### src/rtl/rac_pkg.sv
package rac_pkg;
    // default geometry of one reconstruction step
    localparam int unsigned PIX_W_DEF  = 8;
    localparam int unsigned RES_W_DEF  = 16;
    localparam int unsigned LANES_DEF  = 8;
    localparam int unsigned ROWS_DEF   = 8;

    // where an output row comes from
    typedef enum logic {
        SRC_PRED = 1'b0,
        SRC_SUM  = 1'b1
    } row_src_e;
endpackage

### src/rtl/rac_lane.sv
module rac_lane #(
    parameter int unsigned PIX_W = 8,
    parameter int unsigned RES_W = 16
) (
    input  logic [PIX_W-1:0] pred_i,
    input  logic [RES_W-1:0] resid_i,
    output logic [PIX_W-1:0] pix_o
);
    localparam int unsigned SW = RES_W + 1;

    logic signed [SW-1:0]    pext;
    logic signed [SW-1:0]    rext;
    logic signed [SW-1:0]    sum;
    logic        [RES_W-1:0] sat;

    always_comb begin
        pext = {{(SW-PIX_W){1'b0}}, pred_i};
        rext = {resid_i[RES_W-1], resid_i};
        sum  = pext + rext;

        // signed saturation to RES_W bits
        if (sum[SW-1] != sum[SW-2]) begin
            sat = sum[SW-1] ? {1'b1, {(RES_W-1){1'b0}}}
                            : {1'b0, {(RES_W-1){1'b1}}};
        end else begin
            sat = sum[RES_W-1:0];
        end

        // unsigned clamp to the pixel range
        if (sat[RES_W-1]) begin
            pix_o = '0;
        end else if (|sat[RES_W-2:PIX_W]) begin
            pix_o = '1;
        end else begin
            pix_o = sat[PIX_W-1:0];
        end
    end
endmodule

### src/rtl/rac_row_ctr.sv
module rac_row_ctr #(
    parameter int unsigned ROWS = 8
) (
    input  logic clk,
    input  logic rst_n,
    input  logic step_i,
    output logic last_o
);
    localparam int unsigned CW = (ROWS > 1) ? $clog2(ROWS) : 1;
    localparam logic [CW-1:0] LAST = CW'(ROWS - 1);

    logic [CW-1:0] cnt_d, cnt_q;

    always_comb begin
        last_o = (cnt_q == LAST);
        cnt_d  = cnt_q;
        if (step_i) begin
            cnt_d = last_o ? '0 : cnt_q + 1'b1;
        end
    end

    always_ff @(posedge clk) begin
        if (!rst_n) cnt_q <= '0;
        else        cnt_q <= cnt_d;
    end

    // the count restarts after the final row of a block
    p_wrap_r8: assert property (@(posedge clk) disable iff (!rst_n)
        (step_i && last_o) |=> (cnt_q == '0));

    // idle cycles leave the count alone
    p_idle_hold_r8: assert property (@(posedge clk) disable iff (!rst_n)
        !step_i |=> $stable(cnt_q));
endmodule

### src/rtl/rac_recon.sv
module rac_recon
    import rac_pkg::*;
#(
    parameter int unsigned PIX_W = PIX_W_DEF,
    parameter int unsigned RES_W = RES_W_DEF,
    parameter int unsigned LANES = LANES_DEF,
    parameter int unsigned ROWS  = ROWS_DEF
) (
    input  logic                   clk,
    input  logic                   rst_n,
    input  logic                   row_vld_i,
    input  logic                   resid_en_i,
    input  logic [PIX_W*LANES-1:0] pred_row_i,
    input  logic [RES_W*LANES-1:0] resid_row_i,
    output logic                   recon_vld_o,
    output logic [PIX_W*LANES-1:0] recon_row_o,
    output logic                   blk_done_o
);
    localparam int unsigned ROW_W = PIX_W * LANES;

    typedef struct packed {
        logic             vld;
        logic             done;
        logic [ROW_W-1:0] row;
    } out_st_t;

    out_st_t          st_d, st_q;
    logic [ROW_W-1:0] sum_row;
    logic             last_row;
    row_src_e         src;

    for (genvar k = 0; k < LANES; k++) begin : g_lane
        rac_lane #(
            .PIX_W (PIX_W),
            .RES_W (RES_W)
        ) u_lane (
            .pred_i  (pred_row_i[k*PIX_W +: PIX_W]),
            .resid_i (resid_row_i[k*RES_W +: RES_W]),
            .pix_o   (sum_row[k*PIX_W +: PIX_W])
        );
    end

    rac_row_ctr #(
        .ROWS (ROWS)
    ) u_ctr (
        .clk    (clk),
        .rst_n  (rst_n),
        .step_i (row_vld_i),
        .last_o (last_row)
    );

    always_comb begin
        src       = resid_en_i ? SRC_SUM : SRC_PRED;
        st_d      = st_q;
        st_d.vld  = row_vld_i;
        st_d.done = row_vld_i && last_row;
        if (row_vld_i) begin
            st_d.row = (src == SRC_SUM) ? sum_row : pred_row_i;
        end
    end

    always_ff @(posedge clk) begin
        if (!rst_n) st_q <= '0;
        else        st_q <= st_d;
    end

    assign recon_vld_o = st_q.vld;
    assign recon_row_o = st_q.row;
    assign blk_done_o  = st_q.done;

    // an accepted row shows up one cycle later
    p_lat_on_r2: assert property (@(posedge clk) disable iff (!rst_n)
        row_vld_i |=> recon_vld_o);
    p_lat_off_r2: assert property (@(posedge clk) disable iff (!rst_n)
        !row_vld_i |=> !recon_vld_o);

    // done only with a valid row, never twice in a row
    p_done_vld_r8: assert property (@(posedge clk) disable iff (!rst_n)
        blk_done_o |-> recon_vld_o);
    p_done_single_r8: assert property (@(posedge clk) disable iff (!rst_n)
        blk_done_o |=> !blk_done_o);

    // a row without residual is passed unchanged
    p_bypass_r7: assert property (@(posedge clk) disable iff (!rst_n)
        (row_vld_i && !resid_en_i) |=> (recon_row_o == $past(pred_row_i)));

    // the output row holds through idle cycles
    p_hold_r9: assert property (@(posedge clk) disable iff (!rst_n)
        !row_vld_i |=> $stable(recon_row_o));
endmodule

### config.mk
export PLATFORM = sky130hd
export DESIGN_NAME = rac_recon
export DESIGN_NICKNAME = d
export VERILOG_FILES = /design/src/rtl/rac_pkg.sv /design/src/rtl/rac_lane.sv /design/src/rtl/rac_row_ctr.sv /design/src/rtl/rac_recon.sv
export SDC_FILE = /design/constraint.sdc
export NUM_CORES = 1
export LEC_CHECK = 0
export BUFFER_PORTS_ARGS = -buffer_cell sky130_fd_sc_hd__buf_2
export CELL_PAD_IN_SITES_DETAIL_PLACEMENT = 0
export CELL_PAD_IN_SITES_GLOBAL_PLACEMENT = 1
export CORE_AREA = 2 2 149 137
export DETAILED_ROUTE_END_ITERATION = 8
export DIE_AREA = 0 0 151 139
export PLACE_DENSITY = 0.92
export SLEW_MARGIN = 5
export SYNTH_ARGS = -nofsm -noshare
export SYNTH_HDL_FRONTEND = slang
export SYNTH_SLANG_ARGS = --single-unit
### constraint.sdc
create_clock -name clk -period 7.2 [get_ports clk]
set_input_delay 0.72 -clock clk [delete_from_list [all_inputs] [get_ports clk]]
set_output_delay 0.72 -clock clk [all_outputs]
set_load 0.01 [all_outputs]
Word level (Yosys, flattened, before mapping)
Index checks and enable logic that the tools add are counted.
{ "totals": {"regBits": 69, "in_bits": 196, "wordCells": 66} }
{ "classes": {"add_sub_neg": 9, "n_eq_ne": 9, "mux": 35, "n_reduce_logical": 9} }
{ "ops": {"columns": ["operator", "n"], "rows": [
  ["16-bit 2-to-1 mux", 16],
  ["9-bit by 16-bit adder with 17-bit output", 8],
  ["8-bit 2-to-1 mux", 16],
  ["64-bit 2-to-1 mux", 1],
  ["7-bit OR reduction", 8],
  ["1-bit != test", 8],
  ["3-bit by 1-bit adder with 3-bit output, second input constant", 1],
  ["3-bit equality test, second input constant", 1],
  ["3-bit 2-to-1 mux", 1],
  ["1-bit logical AND", 1],
  ["1-bit 2-to-1 mux", 1]
]} }

Logic depth before layout (Yosys ltp)
Gate-level depths: netlist (run 1).
{ "logic_depth": {"word_depth": 7, "depth_mapped": 11, "depth_no_buf": 10} }

Cells and area by module
From an unflattened synthesis (run 1), not the netlist that was laid out.
{ "hier_totals": {"hier_cells": 1021, "hier_area_um2": 8303.0} }
{ "modules_own_cells": {"columns": ["module", "instances", "cells_per_inst", "area_per_inst_um2", "seq_area_each_um2"], "rows": [
  ["rac_lane (g_lane[0].u_lane ...)", 6, 90, 651.9, 0.0],
  ["rac_recon", 1, 288, 2847.7, 1321.3],
  ["rac_lane (g_lane[6].u_lane)", 1, 98, 779.5, 0.0],
  ["rac_lane (g_lane[7].u_lane)", 1, 83, 620.6, 0.0],
  ["rac_row_ctr", 1, 12, 143.9, 60.1]
]} }

Worst setup path after synthesis (run 1)
No wires, ideal clock.
{ "synth_path": {"path_kind": "input to register", "start": "in pred_row_i[56]", "end": "reg st_q, in the netlist recon_row_o[63]", "setup_time_ns": 0.120, "arrival_ns": 3.164, "slack_ns": 3.916, "stages": 10, "n_path_buf": 0, "cell_sequence": "ha_1 -> fa_1 -> a211oi_2 -> o21ai_1 -> a21boi_4 -> or4_1 -> o2bb2ai_1 -> or4_4 -> a221oi_2 -> nor2_1"} }
{ "synth_between": {"elab_chain_cells": 7, "word_cells_on_any_way": 8} }
{ "synth_rtl": {"columns": ["element", "line_no", "text"], "rows": [
  ["start, declared", "rac_recon.sv:13", "input logic [PIX_W*LANES-1:0] pred_row_i,"],
  ["9-bit by 16-bit adder with 17-bit output (*)", "rac_lane.sv:19", "sum = pext + rext;"],
  ["16-bit 2-to-1 mux or 1-bit != test (tied branches)", "rac_lane.sv:23, rac_lane.sv:22", null],
  ["16-bit 2-to-1 mux (*)", "rac_lane.sv:22", "if (sum[SW-1] != sum[SW-2]) begin"],
  ["7-bit OR reduction", "rac_lane.sv:32", "end else if (|sat[RES_W-2:PIX_W]) begin"],
  ["8-bit 2-to-1 mux", "rac_lane.sv:32", null],
  ["8-bit 2-to-1 mux (*)", "rac_lane.sv:30", "if (sat[RES_W-1]) begin"],
  ["64-bit 2-to-1 mux (*)", "rac_recon.sv:58", "st_d.row = (src == SRC_SUM) ? sum_row : pred_row_i;"],
  ["end signal, assigned", "rac_recon.sv:64", "else st_q <= st_d;"],
  ["end, declared", "rac_recon.sv:27", "out_st_t st_d, st_q;"]
]} }
Every way passes the cells marked *; elsewhere a longest branch is shown, timed or not.
A chain may end at the register's enable or synchronous reset.

Worst setup path in the final report (run 1)
{ "layout_path": {"start": "in pred_row_i[24]", "end": "reg st_q, in the netlist recon_row_o[30]"} }
Same word-level chain as after synthesis.

==> metrics.txt, run 1 <==
wirelength, routed=24,200 um; WL per Instance=between 15 and 20 um; vias in the first global route=7,716; Clock H-tree levels=3; Hold Worst Slack=0.513 ns; crit path cell chain=buf_2 > ha_1 > fa_1 > a211oi_1 > nor3_1 > or2_2 > a2111oi_0 > nor4_1 > nor4_1 > a221oi_1; Port Buf Inserts=261; Fillers=1,994; Clock Skew=0.00316 ns; Post CTS Setup Buffer Count=0; crit path DAT=roughly 3.7 ns; Critical Path Source Type=primary input; CP peak stage delay=0.65 ns; largest cells by area after synthesis=dfxtp_1, ha_1, a21oi_1; Tot GR Track Use=0.220; row count=49; Max Cap Violations=0; Crit path top cell by count=nor4_1; final hold violation count=0; Cell Area, Synth=around 7400 um2; TritonCTS Sinks=69; post-synth net total=1,242; PostCTS Resize Cnt=0; Worst Hold Class=reg2reg; Final ANT Viol Nets=0; Initial Utilization=0.382; simple logic cell fraction of the synthesized area=0.206; measured slew at the worst slew-check pin=0.917 ns; Worst Setup End Kind=flop; post-synthesis xor/xnor area fraction=0.0670; Final WS setup=roughly 3.7 ns; global-route wire length before repair=38,000 um; grt ovf=0; Slowest-stage cell, CP=nor4_1; area grow syn2layout=23.7%; vias post-DR=8,538; root buf cell=clkbuf_16; Die X-Extent=151 um; fraction of layout cells with a size suffix above 1=0.244; sequential fraction of the synthesis area=0.185; RSZ-0062 raised after global routing=no; largest net degree at the start of global routing=95; post-synth cell types=72; drt via density=~5.8; clk slew on worst S/H paths=0.05 ns; synthesized flop and latch total=69; Crit Path Class=in2reg; CP required=about 7.4 ns; register-to-register setup slack=6.11 ns; post-layout instance area=9210 um2; Worst VDD drop=0.100 mV; minimum clock period=3.49 ns; initial antenna violation count=0; combinational family with the most area after synthesis=compound AO/OA/AOI/OAI gates; Setup-failing EPs final=0; compound-gate portion of the synthesized area=0.370; P per Cell Area=147 nW/um2; gp weighted congestion=0.937; dpl hpwl=19,000 um; drt drc=0; Synth Flop Type=dfxtp_1; Inserted Diodes=0; Top Ports=between 200 and 300; fmax=~290 MHz; initial drt markers=435; mux cell area share after synthesis=0.0139; period utilisation layout=0.485; Slew Viols, Final=0; most numerous cell in the Yosys netlist=a21oi_1; total CTS buffers=9; Synth Warn #=0; count of hold-fix buffers inserted at cts=0; placed cell area=approximately 9000 um2; CTS tree=done; pre-CTS WS=3.37 ns; EDFF count, synth=0; adder and majority gate portion of the synthesized area=0.132; die footprint=21,000 um2; Synth top area share=0.185; chip height=139 um; nets@finish=1,484; clock buffer depth=2; syn avg cell area=7.66 um2; Async SR Flop Fraction=0; clk_lat worst skew=about 0.34 ns; Multi-input gate area=5880 um2; maximum fanout along the worst path=4; core area=19,500 um2; Synth Instances=between 900 and 1,000; P_leak=4.18 nW; Pre-antenna DRT Iters=5; Register Area=1380 um2; Synth area leader=dfxtp_1; total power=1.35 mW; Max-slew headroom=0.389; Synth top cells by count=a21oi_1, nand2_1, o21ai_0, dfxtp_1, ha_1; Total Neg Setup Slack=0 ns; status=completed
## worst paths after layout
check | start | end | cells past startpoint
worst max-delay path | pred_row_i[24] | recon_row_o[30] | 10
worst min-delay path | recon_row_o[29] | recon_row_o[29] | 1
worst max register to register | u_ctr.cnt_q[0] | u_ctr.cnt_q[2] | 4
worst min register to register | recon_row_o[29] | recon_row_o[29] | 1
## sequential cells by signal, indices dropped and copies added, names as in the netlist
name / cells
recon_vld_o: 1
blk_done_o: 1
u_ctr.cnt_q: 3
recon_row_o: 64
## report_power, final
part | switching, mW | internal [mW]
sequential | 0.0173 | 0.411
clock | 0.155 | 0.225
combinational | 0.306 | 0.236
total | 0.478 | 0.873
## layer usage
metal  GRT usage  up-vias  share of wire
li1            -     4271              -
met1       0.295     3968           0.45
met2       0.370      283           0.47
met3      0.0431       16          0.074
met4      0.0398        0         0.0090
met5           0        -              0
## layout make-up
| class | instances | area share |
|---|---|---|
| Tap cell | 255 | 0.0346 |
| Multi-Input combinational cell | 853 | 0.638 |
| Inverter | 17 | 0.00693 |
| Sequential cell | 69 | 0.150 |
| Timing Repair Buffer | 264 | 0.145 |
| Clock buffer | 12 | 0.0257 |
## cells in the final DEF, fill, tap and decap left out, types with 5 or more instances in the layout
| cell | netlist | routed |
|---|---|---|
| o21bai_1 | 13 | 13 |
| nor2_1 | 52 | 52 |
| a31oi_1 | 29 | 29 |
| buf_2 | 0 | 260 |
| a211oi_1 | 20 | 20 |
| a32oi_1 | 5 | 5 |
| nor4_1 | 7 | 7 |
| ha_1 | 66 | 66 |
| nand3_1 | 36 | 36 |
| clkbuf_16 | 0 | 9 |
| o21ai_0 | 78 | 78 |
| a22oi_1 | 10 | 10 |
| nor3_1 | 27 | 27 |
| nand4_1 | 17 | 17 |
| nand2b_1 | 10 | 10 |
| dfxtp_1 | 69 | 69 |
| a21oi_1 | 96 | 96 |
| xnor2_1 | 31 | 31 |
| nor2b_1 | 12 | 12 |
| a221oi_1 | 8 | 8 |
| or2_2 | 5 | 5 |
| nand2_1 | 80 | 80 |
| nor3b_1 | 9 | 9 |
| fa_1 | 8 | 8 |
| xor2_1 | 26 | 26 |
| mux2i_1 | 7 | 7 |
| a22o_1 | 7 | 7 |
| o211ai_1 | 17 | 17 |
| a21o_1 | 45 | 45 |
| and3_1 | 23 | 23 |
| o221ai_1 | 18 | 18 |
| inv_1 | 15 | 15 |
| and2_1 | 6 | 6 |
| o21a_1 | 9 | 9 |
## critical path: cells and delay by family
kind / cells / cell delay, ns
AO/OA/AOI/OAI: 3 / 0.90
buffers and inverters: 1 / 0.12
adder cells (fa/ha/maj): 2 / 0.65
AND/OR/NAND/NOR: 4 / 1.26
## per-stage QoR
step                 util  std cells
global route        0.472       1470
floorplan               -        972
detailed placement  0.460       1458
global placement    0.460       1458
finish              0.472       1470
CTS                 0.472       1470
## cell families (layout without fill, tap and decap cells)
group                    Yosys count  count (layout)
AND/OR/NAND/NOR                  302             302
XOR/XNOR                          57              57
adder cells (fa/ha/maj)           74              74
AO/OA/AOI/OAI                    410             410
multiplexers                      10              10
buffers and inverters             50             293
flip-flops                        69              69
(Power assumes the default switching activity.)
==> run 2, diff against run 1 <==
Settings changed: CORE_AREA 2 2 149 137 to 2 2 153 140, DIE_AREA 0 0 151 139 to 0 0 155 142, PLACE_DENSITY 0.92 to 0.88.
Clock period 7.2 ns to 3.66 ns, I/O delays scaled along.
==> metrics.txt, run 2 (same netlist as run 1, synthesis figures left out) <==
measured slew at the worst slew-check pin=0.829 ns (-0.0880 ns); DP Cell Count=1,469 (+0.75%); worst hold path depth=3 (+2); Largest register FFs=64 (unchanged); CP required=3.88 ns (-3.48 ns); Max Cap Violations=0 (unchanged); Fillers=2,084 (+4.5%); initial drt markers=419 (-3.7%); Critical Path Source Type=primary input; Tot GR Track Use=0.217 (-0.00369); Crit. path cell count=11 (+1); Clock H-tree levels=3 (unchanged); Pre-antenna DRT Iters=5 (unchanged); Hold Worst Slack=0.332 ns (-0.181 ns); placed cell area=9030 um2 (+0.57%); wirelength, routed=24,600 um (+1.7%); die footprint=22,000 um2 (+4.9%); Initial Utilization=0.364 (-0.0179); Clock Skew=0.000111 ns (-0.00305 ns); CP peak stage delay=0.43 ns (-0.22 ns); WL per Instance=16.6 um (+0.69%); Total Neg Setup Slack=0 ns (unchanged); WP buf/inv=1 (unchanged); Worst Hold Class=in2reg; PostCTS Resize Cnt=0 (unchanged); drt via density=5.69 (-2.0%); row count=50 (+2.0%); Final ANT Viol Nets=0 (unchanged); RSZ-0062 raised after global routing=no; r2r startpoint=u_ctr.cnt_q[0]; TritonCTS Sinks=69 (unchanged); drt drc=0 (unchanged); chip height=142 um (+2.2%); CTS tree=done; status=completed; Crit path top cell by count=nor3_1; root buf cell=clkbuf_16; clock buffer depth=2 (unchanged); CP Capture Point=recon_row_o[26]; Worst VDD drop=0.175 mV (+75%); Slowest-stage cell, CP=fa_1; initial antenna violation count=0 (unchanged); core area=20,500 um2 (+4.9%); fraction of layout cells with a size suffix above 1=0.251 (+0.00781); Inserted Diodes=0 (unchanged); gp weighted congestion=0.931 (-0.66%); clk_lat worst skew=0.34 ns (about the same); fmax=about 330 MHz; Max-slew headroom=0.447 (+0.0586); clk slew on worst S/H paths=0.05 ns (about the same); FF-to-FF path depth=4 (unchanged); Die X-Extent=155 um (+2.6%); crit path cell chain=buf_2 > ha_1 > fa_1 > a211oi_1 > nor3_1 > or2_2 > a2111oi_0 > nor4_1 > nor3_1 > nand3_1 > a22o_1; P_leak=4.23 nW (+1.3%); Crit Path Class=in2reg; Critical path origin=pred_row_i[24]; vias post-DR=8,455 (-0.97%); register-to-register setup slack=2.58 ns (-3.53 ns); Worst Setup End Kind=flop; period utilisation layout=0.818; vias in the first global route=7,869 (+2.0%); CP delay by family, top=simple AND/OR/NAND/NOR gates; count of hold-fix buffers inserted at cts=0 (unchanged); P per Cell Area=294 nW/um2 (+100%); minimum clock period=roughly 3 ns; area grow syn2layout=24.9%; commonest cells after routing, fill and taps aside=buf_2, a21oi_1, nand2_1, o21ai_0, dfxtp_1; Slew Viols, Final=0 (unchanged); Top Ports=262 (unchanged); Setup-failing EPs final=0 (unchanged); grt ovf=0 (unchanged); global-route wire length before repair=39,300 um (+3.2%); total CTS buffers=9 (unchanged); most common cell after layout, fill and taps aside=buf_2; maximum fanout along the worst path=4 (unchanged); Port Buf Inserts=261 (unchanged); largest net degree at the start of global routing=58 (-39%); final hold violation count=0 (unchanged); crit path DAT=3.22 ns (-0.43 ns); dpl hpwl=19,600 um (+3.2%); Crit Reg-Reg Endpoint=u_ctr.cnt_q[2]; number of non-filler instances in the completed layout=1,485 (+1.0%); Post CTS Setup Buffer Count=0 (unchanged); nets@finish=1,490 (+0.40%); post-layout instance area=9310 um2 (+1.0%)
-- run 2: cell types whose count changed in the layout (fill, tap and decap cells not counted) --
cell / change
clkinvlp_4: +1
clkbuf_8: +2
clkbuf_1: -2
buf_4: +6
clkinv_2: +3
-- run 2: routing by layer --
metal	global-route usage	share of wire
met4	0.0487	0.010
met5	0	0
met1	0.292	0.47
met2	0.355	0.45
met3	0.0466	0.062
-- run 2: worst register-to-register path, cell delays in order (launching register included) --
cell,delay (ns)
dfxtp_1,0.33
ha_1,0.20
ha_1,0.26
mux2i_1,0.13
nor2b_1,0.06
-- run 2: cell type report --
cell class | instances | area, um2 | share of cell area
well taps | 260 | 325 | 0.0350
clock inverters | 4 | 22.5 | 0.00242
flip-flops and latches | 69 | 1380 | 0.148
inverters | 17 | 63.8 | 0.00686
repair buffers | 270 | 1380 | 0.148
clock buffers | 12 | 256 | 0.0276
multi-input cells | 853 | 5880 | 0.632
-- run 2: through the flow --
stage,power (mW),utilization,setup slack [ns]
2_1_floorplan,1.55,-,0.730
3_3_place_gp,1.91,0.441,0.403
3_5_place_dp,1.92,0.441,0.346
4_1_cts,2.76,0.455,0.717
5_1_grt,2.93,0.455,0.533
6_report,2.74,0.455,0.668
-- run 2: where the power goes --
| group | internal, mW | total, mW | leakage (nW) | switching [mW] |
|---|---|---|---|---|
| logic | 0.468 | 1.07 | 3.52 | 0.604 |
| clock network | 0.492 | 0.821 | 0.138 | 0.329 |
| registers | 0.809 | 0.843 | 0.573 | 0.0349 |
-- run 2: how the worst min path moves through the flow --
stage	endpoint	from	slack, ns
2_1_floorplan	u_ctr.cnt_q[1]	u_ctr.cnt_q[1]	0.49
3_3_place_gp	recon_row_o[29]	recon_row_o[29]	0.48
3_5_place_dp	recon_row_o[29]	recon_row_o[29]	0.50
4_1_cts	recon_row_o[11]	pred_row_i[11]	0.32
5_1_grt	recon_row_o[5]	pred_row_i[5]	0.33
6_report	recon_row_o[11]	pred_row_i[11]	0.33
